<file path="src/rtl/cod_pkg.sv">
package cod_pkg;

    localparam int CLS_W      = 3;
    localparam int IDX_W      = 5;
    localparam int OPC_W      = CLS_W + IDX_W;
    localparam int DST_W      = 3;
    localparam int NUM_REGS   = 1 << DST_W;
    localparam int NUM_STAGES = 7;
    localparam int NUM_MNEM   = 21;
    localparam int SEL_W      = 3;
    localparam int ALU_W      = 3;
    localparam int SHF_W      = 2;

    // Sequencer step, used as the bit index into the strobe vector.
    typedef enum logic [2:0] {
        ST_F1, ST_F2, ST_F3, ST_E1, ST_E2, ST_E3, ST_E4
    } stage_e;

    // Mnemonic number, used as the low opcode bits and the decode line index.
    typedef enum logic [IDX_W-1:0] {
        MN_NOP, MN_CLEAR, MN_JUMP, MN_STORE, MN_ASL, MN_ASR, MN_LSR,
        MN_MOVE, MN_CALL, MN_STOREI, MN_LOAD, MN_INC, MN_DEC, MN_COMP,
        MN_ADD, MN_SUB, MN_AND, MN_OR, MN_COMPARE, MN_CALLI, MN_LOADI
    } mnem_e;

    // Number of execute steps per mnemonic number (upper opcode bits).
    function automatic logic [CLS_W-1:0] exec_cycles(input int unsigned k);
        if (k == 0)       return CLS_W'(0);
        else if (k <= 2)  return CLS_W'(1);
        else if (k <= 7)  return CLS_W'(2);
        else if (k <= 18) return CLS_W'(3);
        else              return CLS_W'(4);
    endfunction

    function automatic logic [OPC_W-1:0] opcode_of(input int unsigned k);
        return {exec_cycles(k), IDX_W'(k)};
    endfunction

endpackage

</file>
<file path="src/rtl/cod_instr_dec.sv">
module cod_instr_dec #(
    parameter int OPC_W    = cod_pkg::OPC_W,
    parameter int NUM_MNEM = cod_pkg::NUM_MNEM
) (
    input  logic [OPC_W-1:0]    opcode,
    output logic [NUM_MNEM-1:0] lines
);
    // One compare per mnemonic; an unassigned code raises no line.
    for (genvar k = 0; k < NUM_MNEM; k++) begin : g_line
        assign lines[k] = (opcode == OPC_W'(cod_pkg::opcode_of(k)));
    end
endmodule

</file>
<file path="src/rtl/cod_dst_dec.sv">
module cod_dst_dec #(
    parameter int DST_W = cod_pkg::DST_W,
    localparam int NUM_REGS = 1 << DST_W
) (
    input  logic                en,
    input  logic [DST_W-1:0]    idx,
    output logic [NUM_REGS-1:0] onehot
);
    for (genvar i = 0; i < NUM_REGS; i++) begin : g_reg
        assign onehot[i] = en && (idx == DST_W'(i));
    end
endmodule

</file>
<file path="src/rtl/cod_ctl_eqn.sv">
module cod_ctl_eqn
    import cod_pkg::*;
#(
    parameter int N_STG = cod_pkg::NUM_STAGES,
    parameter int N_MN  = cod_pkg::NUM_MNEM
) (
    input  logic [N_STG-1:0] stg,
    input  logic [N_MN-1:0]  ins,
    output logic             ld_mar,
    output logic             ld_mdr,
    output logic             reg_wr,
    output logic [SHF_W-1:0] shf_fn,
    output logic [ALU_W-1:0] alu_fn,
    output logic             alu_cin,
    output logic [SEL_W-1:0] bus_sel
);
    logic f1, f2, e1, e2, e3, e4;
    logic src_pc, src_alu, src_mask, src_mdr;
    logic e2_cd, e3_f2, e3_f1, e3_f0;
    logic unused_terms;

    assign f1 = stg[ST_F1];
    assign f2 = stg[ST_F2];
    assign e1 = stg[ST_E1];
    assign e2 = stg[ST_E2];
    assign e3 = stg[ST_E3];
    assign e4 = stg[ST_E4];

    // FETCH3, NOP and STOREI drive no control of their own here.
    assign unused_terms = stg[ST_F3] ^ ins[MN_NOP] ^ ins[MN_STOREI];

    // Load enables, folded over don't-care steps.
    always_comb begin
        ld_mar = f1 | e1 | e2;
        ld_mdr = f2 | (e2 & ins[MN_LOAD]) | (e3 & ins[MN_LOADI]);
        reg_wr = e4
               | (e3 & (ins[MN_LOAD] | ins[MN_ADD] | ins[MN_INC]
                      | ins[MN_DEC] | ins[MN_COMP]))
               | (e2 & (ins[MN_ASL] | ins[MN_MOVE] | ins[MN_CALL]
                      | ins[MN_CALLI]))
               | (e1 & ins[MN_CLEAR]);
    end

    // Shifter and ALU function.
    always_comb begin
        shf_fn[1] = ins[MN_ASR] | ins[MN_LSR];
        shf_fn[0] = ins[MN_ASL] | ins[MN_LSR];
        e2_cd     = e2 & (ins[MN_COMP] | ins[MN_DEC]);
        e3_f2     = ins[MN_COMP] | ins[MN_AND];
        e3_f1     = ins[MN_SUB] | ins[MN_COMPARE] | ins[MN_DEC]
                  | ins[MN_INC] | ins[MN_ADD] | ins[MN_AND];
        e3_f0     = ins[MN_DEC] | ins[MN_INC] | ins[MN_ADD] | ins[MN_OR];
        alu_fn[2] = (e3 & e3_f2) | e2_cd;
        alu_fn[1] = (e3 & e3_f1) | e2_cd;
        alu_fn[0] = (e3 & e3_f0) | e2_cd;
        alu_cin   = e3 & ins[MN_INC];
    end

    // Internal-bus source: merged source conditions onto select bits.
    always_comb begin
        src_pc   = e2 & (ins[MN_CALL] | ins[MN_CALLI]);
        src_alu  = (e1 & ins[MN_CLEAR])
                 | ((e2 | e3) & (ins[MN_INC] | ins[MN_DEC] | ins[MN_COMP]));
        src_mask = (e1 & (ins[MN_LOAD] | ins[MN_JUMP] | ins[MN_STORE]))
                 | (e3 & ins[MN_CALL]);
        src_mdr  = (e3 & ins[MN_LOAD]) | e4;
        bus_sel[0] = src_alu | src_mdr;
        bus_sel[1] = src_pc;
        bus_sel[2] = src_mask | src_mdr;
    end
endmodule

</file>
<file path="src/rtl/ctl_out_decode.sv">
module ctl_out_decode
    import cod_pkg::*;
(
    input  logic [NUM_STAGES-1:0] stage_strb,
    input  logic [OPC_W-1:0]      ir_opcode,
    input  logic [DST_W-1:0]      ir_dst,
    output logic                  ld_mar,
    output logic                  ld_mdr,
    output logic [NUM_REGS-1:0]   ld_reg,
    output logic [SHF_W-1:0]      shf_fn,
    output logic [ALU_W-1:0]      alu_fn,
    output logic                  alu_cin,
    output logic [SEL_W-1:0]      bus_sel
);
    logic [NUM_MNEM-1:0] ins_lines;
    logic                reg_wr;

    cod_instr_dec #(.OPC_W(OPC_W), .NUM_MNEM(NUM_MNEM)) u_idec (
        .opcode (ir_opcode),
        .lines  (ins_lines)
    );

    cod_ctl_eqn #(.N_STG(NUM_STAGES), .N_MN(NUM_MNEM)) u_eqn (
        .stg     (stage_strb),
        .ins     (ins_lines),
        .ld_mar  (ld_mar),
        .ld_mdr  (ld_mdr),
        .reg_wr  (reg_wr),
        .shf_fn  (shf_fn),
        .alu_fn  (alu_fn),
        .alu_cin (alu_cin),
        .bus_sel (bus_sel)
    );

    cod_dst_dec #(.DST_W(DST_W)) u_ddec (
        .en     (reg_wr),
        .idx    (ir_dst),
        .onehot (ld_reg)
    );
endmodule

</file>
<file path="config.mk">
export PLATFORM = sky130hd
export DESIGN_NAME = ctl_out_decode
export DESIGN_NICKNAME = d
export VERILOG_FILES = /design/src/rtl/cod_pkg.sv /design/src/rtl/cod_instr_dec.sv /design/src/rtl/cod_dst_dec.sv /design/src/rtl/cod_ctl_eqn.sv /design/src/rtl/ctl_out_decode.sv
export SDC_FILE = /design/constraint.sdc
export NUM_CORES = 1
export LEC_CHECK = 0
export BUFFER_PORTS_ARGS = -buffer_cell sky130_fd_sc_hd__buf_2
export CAP_MARGIN = 20
export CORE_UTILIZATION = 35
export DETAILED_ROUTE_END_ITERATION = 16
export PLACE_DENSITY_LB_ADDON = 0.2
export SYNTH_ARGS = -nofsm -noshare
export SYNTH_HDL_FRONTEND = slang
export SYNTH_SLANG_ARGS = --single-unit
</file>
<file path="constraint.sdc">
create_clock -name vclk -period 2.05
set_clock_uncertainty 0.15 [all_clocks]
set_input_delay 0 -clock vclk [all_inputs]
set_output_delay 0 -clock vclk [all_outputs]
set_load 0.01 [all_outputs]
</file>
Word level (Yosys, flattened, before mapping)
Cells that the tools add are included.
{"block": "totals", "reg_bits": 0, "latch_bits": 0, "ramBits": 0, "mem_bits_ro": 0, "input_bits": 18, "output_inout_bits": 19, "word_cells": 89, "n_memories": 0}
{"block": "op_classes", "addsub": 0, "multipliers": 0, "div_mod_pow": 0, "order_cmp": 0, "n_eq_ne": 26, "n_shift": 0, "muxes": 0, "n_bitwise": 54, "n_reduce_logical": 9}
{"operator": "equality test 8 x 7 -> 1 bit (second input constant)", "n": 15}
{"operator": "bitwise OR 1 bit", "n": 39}
{"operator": "equality test 8 x 6 -> 1 bit (second input constant)", "n": 2}
{"operator": "equality test 8 bit (second input constant)", "n": 2}
{"operator": "bitwise AND 1 bit", "n": 15}
{"operator": "equality test 3 bit (second input constant)", "n": 4}
{"operator": "logical AND 1 bit", "n": 8}
{"operator": "equality test 3 x 2 -> 1 bit (second input constant)", "n": 2}
{"operator": "equality test 3 x 1 -> 1 bit (second input constant)", "n": 1}
{"operator": "zero test 3 bit", "n": 1}

Longest topological paths before layout
Gate-level depths: netlist (run 1).
{"block": "logic_depth", "ltp_word": 10, "ltp_mapped": 6, "mapped_depth_nobuf": 4}

Cells and area by module
Synthesis (run 1) repeated with hierarchy kept, for this count alone.
{"block": "unflattened", "hier_cells": 74, "hier_area_um2": 539.3}
{"module": "cod_instr_dec", "instances": 1, "cells_each": 39, "area_per_inst_um2": 256.5, "seq_area_each_um2": 0.0}
{"module": "cod_ctl_eqn", "instances": 1, "cells_each": 27, "area_per_inst_um2": 186.4, "seq_area_each_um2": 0.0}
{"module": "cod_dst_dec", "instances": 1, "cells_each": 8, "area_per_inst_um2": 96.3, "seq_area_each_um2": 0.0}

Worst setup path before layout (run 1)
OpenSTA, ideal clock, no wires.
{"block": "synth_path", "path_type": "input -> output", "start": "input ir_opcode[3]", "end": "output ld_reg[0]", "arrival_ns": 1.323, "required_ns": 1.900, "path_slack_ns": 0.577, "path_stages": 4, "path_buffers": 0, "cell_sequence": "or4b_4 nor4_4 a211oi_4 a2111oi_4"}
{"block": "synth_via", "elab_chain_cells": 10, "word_cells_on_any_way": 24, "cone_classes": "10 x eq/ne; 13 x bitwise; 1 x reduce/logical"}
{"item": "start, declared", "line_no": "ctl_out_decode.sv:5", "text": "input logic [OPC_W-1:0] ir_opcode,"}
{"item": "equality test 8 x 7 -> 1 bit", "line_no": "cod_instr_dec.sv:10", "text": "assign lines[k] = (opcode == OPC_W'(cod_pkg::opcode_of(k)));"}
{"item": "bitwise OR 1 bit (2 in series)", "line_no": "cod_ctl_eqn.sv:37", "text": "| (e3 & (ins[MN_LOAD] | ins[MN_ADD] | ins[MN_INC]"}
{"item": "bitwise OR 1 bit (2 in series)", "line_no": "cod_ctl_eqn.sv:38", "text": "| ins[MN_DEC] | ins[MN_COMP]))"}
{"item": "bitwise AND 1 bit", "line_no": "cod_ctl_eqn.sv:37"}
{"item": "bitwise OR 1 bit", "line_no": "cod_ctl_eqn.sv:37"}
{"item": "bitwise OR 1 bit", "line_no": "cod_ctl_eqn.sv:39", "text": "| (e2 & (ins[MN_ASL] | ins[MN_MOVE] | ins[MN_CALL]"}
{"item": "bitwise OR 1 bit *", "line_no": "cod_ctl_eqn.sv:41", "text": "| (e1 & ins[MN_CLEAR]);"}
{"item": "logical AND 1 bit *", "line_no": "cod_dst_dec.sv:10", "text": "assign onehot[i] = en && (idx == DST_W'(i));"}
{"item": "end, declared", "line_no": "ctl_out_decode.sv:9", "text": "output logic [NUM_REGS-1:0] ld_reg,"}
Mark *: on every way between the ends. The rest lies on a longest branch, timed or not.

Worst setup path after layout (run 1)
{"block": "layout_path", "start": "input ir_opcode[2]", "end": "output ld_reg[4]"}
The elaborated chain is that of the path after synthesis.

==> results.cfg, run 1 <==
[hold_path]
hold_path_startpoint = stage_strb[0]
min_path_type = in2out

[status]
status = finished clean

[timing]
worst_slew_pin_slew_ns = 0.785
fmax_ghz = 0.548
rsz0062_at_grt = no
hold_violations = 0
fin_crit_ns = 1.82
setup_tns_ns = 0
fin_crit_sh = 0.890
maxSlewViolCount = 0
relSlewSlack = 0.473
finalSetupViolCount = 0

[final_layout]
num-nets-final = 136
final_common_cell = buf_2
seq_cell_count = 0
layout_common_cells = 36 x buf_2, 8 x nand2_1, 7 x nor2_1
synthToLayoutAreaGrowth_pct = 28.6
layout-drive-gt1-share = 0.405
register_area_um2 = 0
clkbuf_count = 0
antenna_cells = 0
fillCellCount = 172

[synth]
syn_inst = 87
netlist_area_um2 = 577
syn-num-nets = 105
yosysSeqAreaShare = 0
synth_warnings = 0
ys_top_cells_by_area = a2111oi_4 9.5%, a21oi_1 5.2%, buf_4 5.2%
synth_top_area_share = 0.0954
syn_avg_cell_area_um2 = 6.63
synth.distinct_cells = 36
yosysTopAreaCell = a2111oi_4

[floorplan]
initial_core_util = 0.378
die_area_um2 = 1810
fp-row-count = 14
core_area_um2 = 1520
die_y_um = 42.6
die_width_um = 42.6
top_level_ports = 37

[pwr]
clockPowerShare = 0
p_seq_frac = 0
p_total_uw = 116
p_per_area_nw_per_um2 = 156
combPwrFrac = 1.000
cellLeakagePower_uw = 0.000325
p_switching_uw = 71.3
power.internal_uw = 44.5
switching_share = 0.616
ir_drop_v = 0.0000833

[routing]
avgViaCountPerCell = 5.69
drt_pre_antenna_iters = 5
drt_iter0_markers = 18
post-route-drc-count = 0
drtAntennaViolNets = 0
routed_wl_um = 1630
vias = 751
wl_per_cell_um = 12.3

[job]
max_cap_viol_count = 0

[global_routing]
grt_overflow = 0
grt_max_degree = 19
grt_pass1_wl_um = 2730
grt_pass1_vias = 617
track_usage = 0.180
antenna_found_initial = 0

[setup_path]
startpoint = ir_opcode[2]
path_max_fanout = 15
cp-end-kind = output port
cp.arrival_ns = 1.67
required_ns = 1.90
worstSetupPathType = in2out
start_kind = input pin

[clock_network]
cts_setup_buffers = 0
cts_resized = 0
cts_hold_buf = 0

[placed_design]
io_buffers = 36
finalWeightedCongestion = 0.822
hpwl_um = 1230
## critical path, stage by stage
cell and delay, ns:
buf_2 0.23, or4b_4 0.52, nor4_4 0.28, a211oi_4 0.12, a2111oi_4 0.35, buf_2 0.18
## worst paths after layout
kind                  cells past startpoint   endpoint  slack, ns
worst max-delay path                      6  ld_reg[4]       0.23
worst min-delay path                      3     ld_mar       0.11
## power groups by stage
stage	clock network [µW]	registers, µW	logic, µW
floorplan	0	0	73.8
global placement	0	0	113
detailed placement	0	0	115
CTS	0	0	116
global route	0	0	128
finish	0	0	116
## synth_stat cells (3+ instances only)
library cell / count
nand2_1: 8
nor2_1: 7
a21oi_1: 6
inv_1: 5
nand3_1: 5
nor3_1: 5
buf_4: 4
clkbuf_1: 4
a31oi_1: 3
nand2b_1: 3
nor4_1: 3
o21ai_0: 3
## cell families (layout without fill, tap and decap cells)
logic type	after synthesis	in the layout	share of synthesized area
compound gates	27	27	0.397
xor+xnor	1	1	0.0152
buf+inv	14	43	0.119
simple gates	45	45	0.469
## final cells by class
cell class	count	area, µm²	share of cell area
inverters	5	18.8	0.0253
multi-input cells	73	508	0.685
well taps	16	20.0	0.0270
repair buffers	38	195	0.263
## through the flow
stage	utilization	instance area, µm²	setup WS, ns	instances	hold WS [ns]
2_1_floorplan	-	577	0.577	87	-0.129
3_3_place_gp	0.487	742	0.245	132	0.110
3_5_place_dp	0.487	742	0.236	132	0.116
4_1_cts	0.487	742	0.236	132	0.116
5_1_grt	0.487	742	0.167	132	0.126
6_report	0.487	742	0.226	132	0.111
## per-layer routing
metal | vias to the layer above | global-route usage | wire length, µm
met5 | - | 0 | 0
met4 | 0 | 0 | 0
met3 | 0 | 0 | 59
met2 | 23 | 0.289 | 742
met1 | 338 | 0.285 | 824
li1 | 390 | - | -
Note: power is estimated with default switching activity, not from simulation.
==> run 2: changes to the inputs <==
==> constraint.sdc (replaced) <==
create_clock -name vclk -period 1.9
set_clock_uncertainty 0.15 [all_clocks]
set_input_delay 0 -clock vclk [all_inputs]
set_output_delay 0 -clock vclk [all_outputs]
set_load 0.01 [all_outputs]
==> run 2 against run 1 <==
Effect of this change:
- setup slack worse by 0.11 ns
- sequential share of layout area stayed put
- via count is 2.7% higher
- wire length is 1.4% lower
- utilization is 0.49 points higher
- combinational power is 9% higher
- flip-flop and latch count stayed put
- die area stayed put
- critical path depth stayed put
- critical endpoint unchanged
==> results.cfg, run 2 (same netlist as run 1, synthesis figures left out) <==
[routing]
post-route-drc-count = 0
routed_wl_um = 1600
avgViaCountPerCell = 5.80
drt_iter0_markers = 11
vias = 771
drt_pre_antenna_iters = 4
wl_per_cell_um = 12.1
drtAntennaViolNets = 0

[floorplan]
die_width_um = 42.6
initial_core_util = 0.378
die_area_um2 = 1810
fp-row-count = 14
die_y_um = 42.6
core_area_um2 = 1520
top_level_ports = 37

[timing]
rsz0062_at_grt = no
setup_tns_ns = 0
worst_slew_pin_slew_ns = 0.775
maxSlewViolCount = 0
fmax_ghz = 0.560
fin_crit_ns = 1.79
relSlewSlack = 0.480
finalSetupViolCount = 0
hold_violations = 0
hold_ws_ns = 0.119
fin_crit_sh = 0.940

[pwr]
p_per_area_nw_per_um2 = 168
p_total_uw = 126
cellLeakagePower_uw = 0.000330
ir_drop_v = 0.0000867

[global_routing]
grt_max_degree = 19
grt_overflow = 0
track_usage = 0.172
antenna_found_initial = 0
grtUsageMet1 = 0.251
met2_usage = 0.302
grt_pass1_wl_um = 2590
grt_util_met3 = 0
top_usage_layer = met2
grt_pass1_vias = 612

[placed_design]
hpwl_um = 1250
finalWeightedCongestion = 0.830
dp.cells = 133
io_buffers = 36

[setup_path]
path_max_fanout = 8
worstSetupPathType = in2out
startpoint = ir_opcode[3]
cp-end-kind = output port
cp_cell_sequence = buf_2 -> or4b_4 -> nor4_4 -> a211oi_4 -> a2111oi_4 -> buf_2
cp_slowest_stage_delay_ns = 0.56
required_ns = 1.75
critical_path.endpoint = ld_reg[4]
cpMaxStageDelayCell = or4b_4
cp_num_buf_inv = 2
path_common_cell = buf_2
cp_top_family = simple AND/OR/NAND/NOR gates
start_kind = input pin
cp.depth = 6
cp.arrival_ns = 1.64

[final_layout]
num-nets-final = 137
antenna_cells = 0
seq_cell_count = 0
layout_common_cells = 36 x buf_2, 8 x nand2_1, 7 x nor2_1
layout-drive-gt1-share = 0.410
final_cells = 133
register_area_um2 = 0
clkbuf_count = 0
fin_util = 0.492
final_common_cell = buf_2
synthToLayoutAreaGrowth_pct = 29.9

[hold_path]
hold_path_startpoint = stage_strb[0]
min_path_type = in2out

[status]
status = finished clean

[clock_network]
cts_setup_buffers = 0
cts_hold_buf = 0
cts_resized = 0

[job]
max_cap_viol_count = 0
run 2: changes by cell type in the layout (fill, tap and decap cells not counted), sizes merged:
cell	previous run	this run
buf	38	39
run 2: worst min-delay path by stage:
stage	endpoint	slack, ns	cells past startpoint
finish	ld_mar	0.12	3
global placement	ld_mar	0.11	3
global route	ld_mar	0.13	3
detailed placement	ld_mar	0.12	3
floorplan	ld_reg[0]	-0.13	1
CTS	ld_mar	0.12	3
run 2: cell type report:
| class | count | area [µm²] |
|---|---|---|
| Fill cell | 166 | 774 |
| Inverter | 5 | 18.8 |
| Tap cell | 16 | 20.0 |
| Multi-Input combinational cell | 73 | 508 |
| Timing Repair Buffer | 39 | 203 |
run 2: layer usage:
| metal | routed length, µm | up-vias |
|---|---|---|
| li1 | - | 392 |
| met5 | 0 | - |
| met2 | 777 | 17 |
| met3 | 62 | 0 |
| met4 | 0 | 0 |
| met1 | 763 | 362 |
run 2: power breakdown:
| part | internal [µW] | total [µW] | leakage, µW | switching, µW |
|---|---|---|---|---|
| Clock | 0 | 0 | 0 | 0 |
| Combinational | 49.4 | 126 | 0.000330 | 76.8 |
| Sequential | 0 | 0 | 0 | 0 |
run 2: tightest hold or removal path, delay by kind of cell:
kind | cells | cell delay, ns
and+or+nand+nor | 1 | 0.08
buffers and inverters | 2 | 0.19
run 2: through the flow:
stage               area [µm²]  worst slack, ns
floorplan                  577            0.427
global placement           749            0.145
detailed placement         749            0.113
CTS                        749            0.111
global route               749           0.0455
finish                     749            0.114
==> run 3: changes to the inputs <==
--- a/config.mk
+++ b/config.mk
@@ -9,7 +9,7 @@
 export CAP_MARGIN = 20
 export CORE_UTILIZATION = 35
 export DETAILED_ROUTE_END_ITERATION = 16
-export PLACE_DENSITY_LB_ADDON = 0.2
+export PLACE_DENSITY = 0.66
 export SYNTH_ARGS = -nofsm -noshare
 export SYNTH_HDL_FRONTEND = slang
 export SYNTH_SLANG_ARGS = --single-unit
==> run 3 against run 2 <==
Effect of this change:
- combinational power about the same
- global-route usage increased by 2.4 points
- sequential share of layout area unchanged
- via count increased by 4.4%
==> results.cfg, run 3 (same netlist as run 1, synthesis figures left out) <==
[pwr]
cellLeakagePower_uw = 0.000330
ir_drop_v = 0.0000765
p_per_area_nw_per_um2 = 171

[hold_path]
whs_endpoint = ld_mar
hold_path_startpoint = stage_strb[0]
min_path_type = in2out
whs_path_depth = 3

[global_routing]
grt_pass1_wl_um = 2950
grt_pass1_vias = 646
met2_usage = 0.308
grtUsageMet1 = 0.302
track_usage = 0.196
grt_max_degree = 19
top_usage_layer = met2
antenna_found_initial = 0
grt_overflow = 0
grt_util_met3 = 0.00431

[final_layout]
clkbuf_count = 0
layout-drive-gt1-share = 0.410
antenna_cells = 0
final_common_cell = buf_2
register_area_um2 = 0
seq_cell_count = 0
layout_common_cells = 36 x buf_2, 8 x nand2_1, 7 x nor2_1
synthToLayoutAreaGrowth_pct = 29.9
num-nets-final = 137

[floorplan]
die_width_um = 42.6
top_level_ports = 37
fp-row-count = 14
die_y_um = 42.6
core_area_um2 = 1520
die_area_um2 = 1810
initial_core_util = 0.378

[setup_path]
worstSetupPathType = in2out
cp_cell_sequence = buf_2 -> or4b_4 -> nor4_4 -> a211oi_4 -> a2111oi_4 -> buf_2
start_kind = input pin
required_ns = 1.75
path_common_cell = buf_2
cp-end-kind = output port
cpMaxStageDelayCell = or4b_4
path_max_fanout = 8
cp_slowest_stage_delay_ns = 0.56
cp.arrival_ns = 1.63

[timing]
fin_crit_ns = 1.78
setup_ws_ns = 0.120
relSlewSlack = 0.469
rsz0062_at_grt = no
hold_violations = 0
worst_slew_pin_slew_ns = 0.791
fmax_ghz = 0.562
setup_tns_ns = 0
finalSetupViolCount = 0
fin_crit_sh = 0.937
maxSlewViolCount = 0

[placed_design]
pre_cts_slack_ns = 0.133
finalWeightedCongestion = 0.834
hpwl_um = 1270
io_buffers = 36

[status]
status = finished clean

[routing]
drt_iter0_markers = 23
post-route-drc-count = 0
vias = 805
wl_per_cell_um = 13.1
drt_pre_antenna_iters = 4
routed_wl_um = 1740
drtAntennaViolNets = 0
avgViaCountPerCell = 6.05

[job]
max_cap_viol_count = 0

[clock_network]
cts_resized = 0
cts_hold_buf = 0
cts_setup_buffers = 0
-- run 3: routing by layer --
metal | wire [µm] | vias up | share of wire
li1 | - | 395 | -
met2 | 850 | 34 | 0.49
met4 | 0 | 0 | 0
met1 | 794 | 376 | 0.46
met3 | 91 | 0 | 0.052
met5 | 0 | - | 0
-- run 3: cell type report --
type	count	area (µm²)
multi-input cells	73	508
inverters	5	18.8
repair buffers	39	203
well taps	16	20.0
fillers	156	774
-- run 3: worst max path at each step --
stage / startpoint / slack [ns] / end
after floorplan: ir_opcode[3] / 0.43 / ld_reg[0]
after global placement: ir_opcode[3] / 0.14 / ld_reg[4]
after detailed placement: ir_opcode[3] / 0.13 / ld_reg[0]
after CTS: ir_opcode[3] / 0.13 / ld_reg[0]
after global routing: ir_opcode[3] / 0.08 / ld_reg[0]
final: ir_opcode[3] / 0.12 / ld_reg[4]
-- run 3: critical path, delay by kind of cell --
kind	cells	cell delay, ns
compound gates	2	0.48
buf+inv	2	0.32
simple gates	2	0.83
-- run 3: power by group --
part           internal, µW  total (µW)  switching (µW)
clock                     0           0               0
sequential                0           0               0
combinational          49.4         128            79.0
-- run 3: stage by stage --
stage | hold slack [ns] | cell area [µm²] | util | total power [µW] | std cells
floorplan | -0.129 | 577 | - | 79.6 | 87
global placement | 0.110 | 749 | 0.492 | 124 | 133
detailed placement | 0.117 | 749 | 0.492 | 126 | 133
CTS | 0.116 | 749 | 0.492 | 126 | 133
global route | 0.130 | 749 | 0.492 | 142 | 133
finish | 0.111 | 749 | 0.492 | 128 | 133
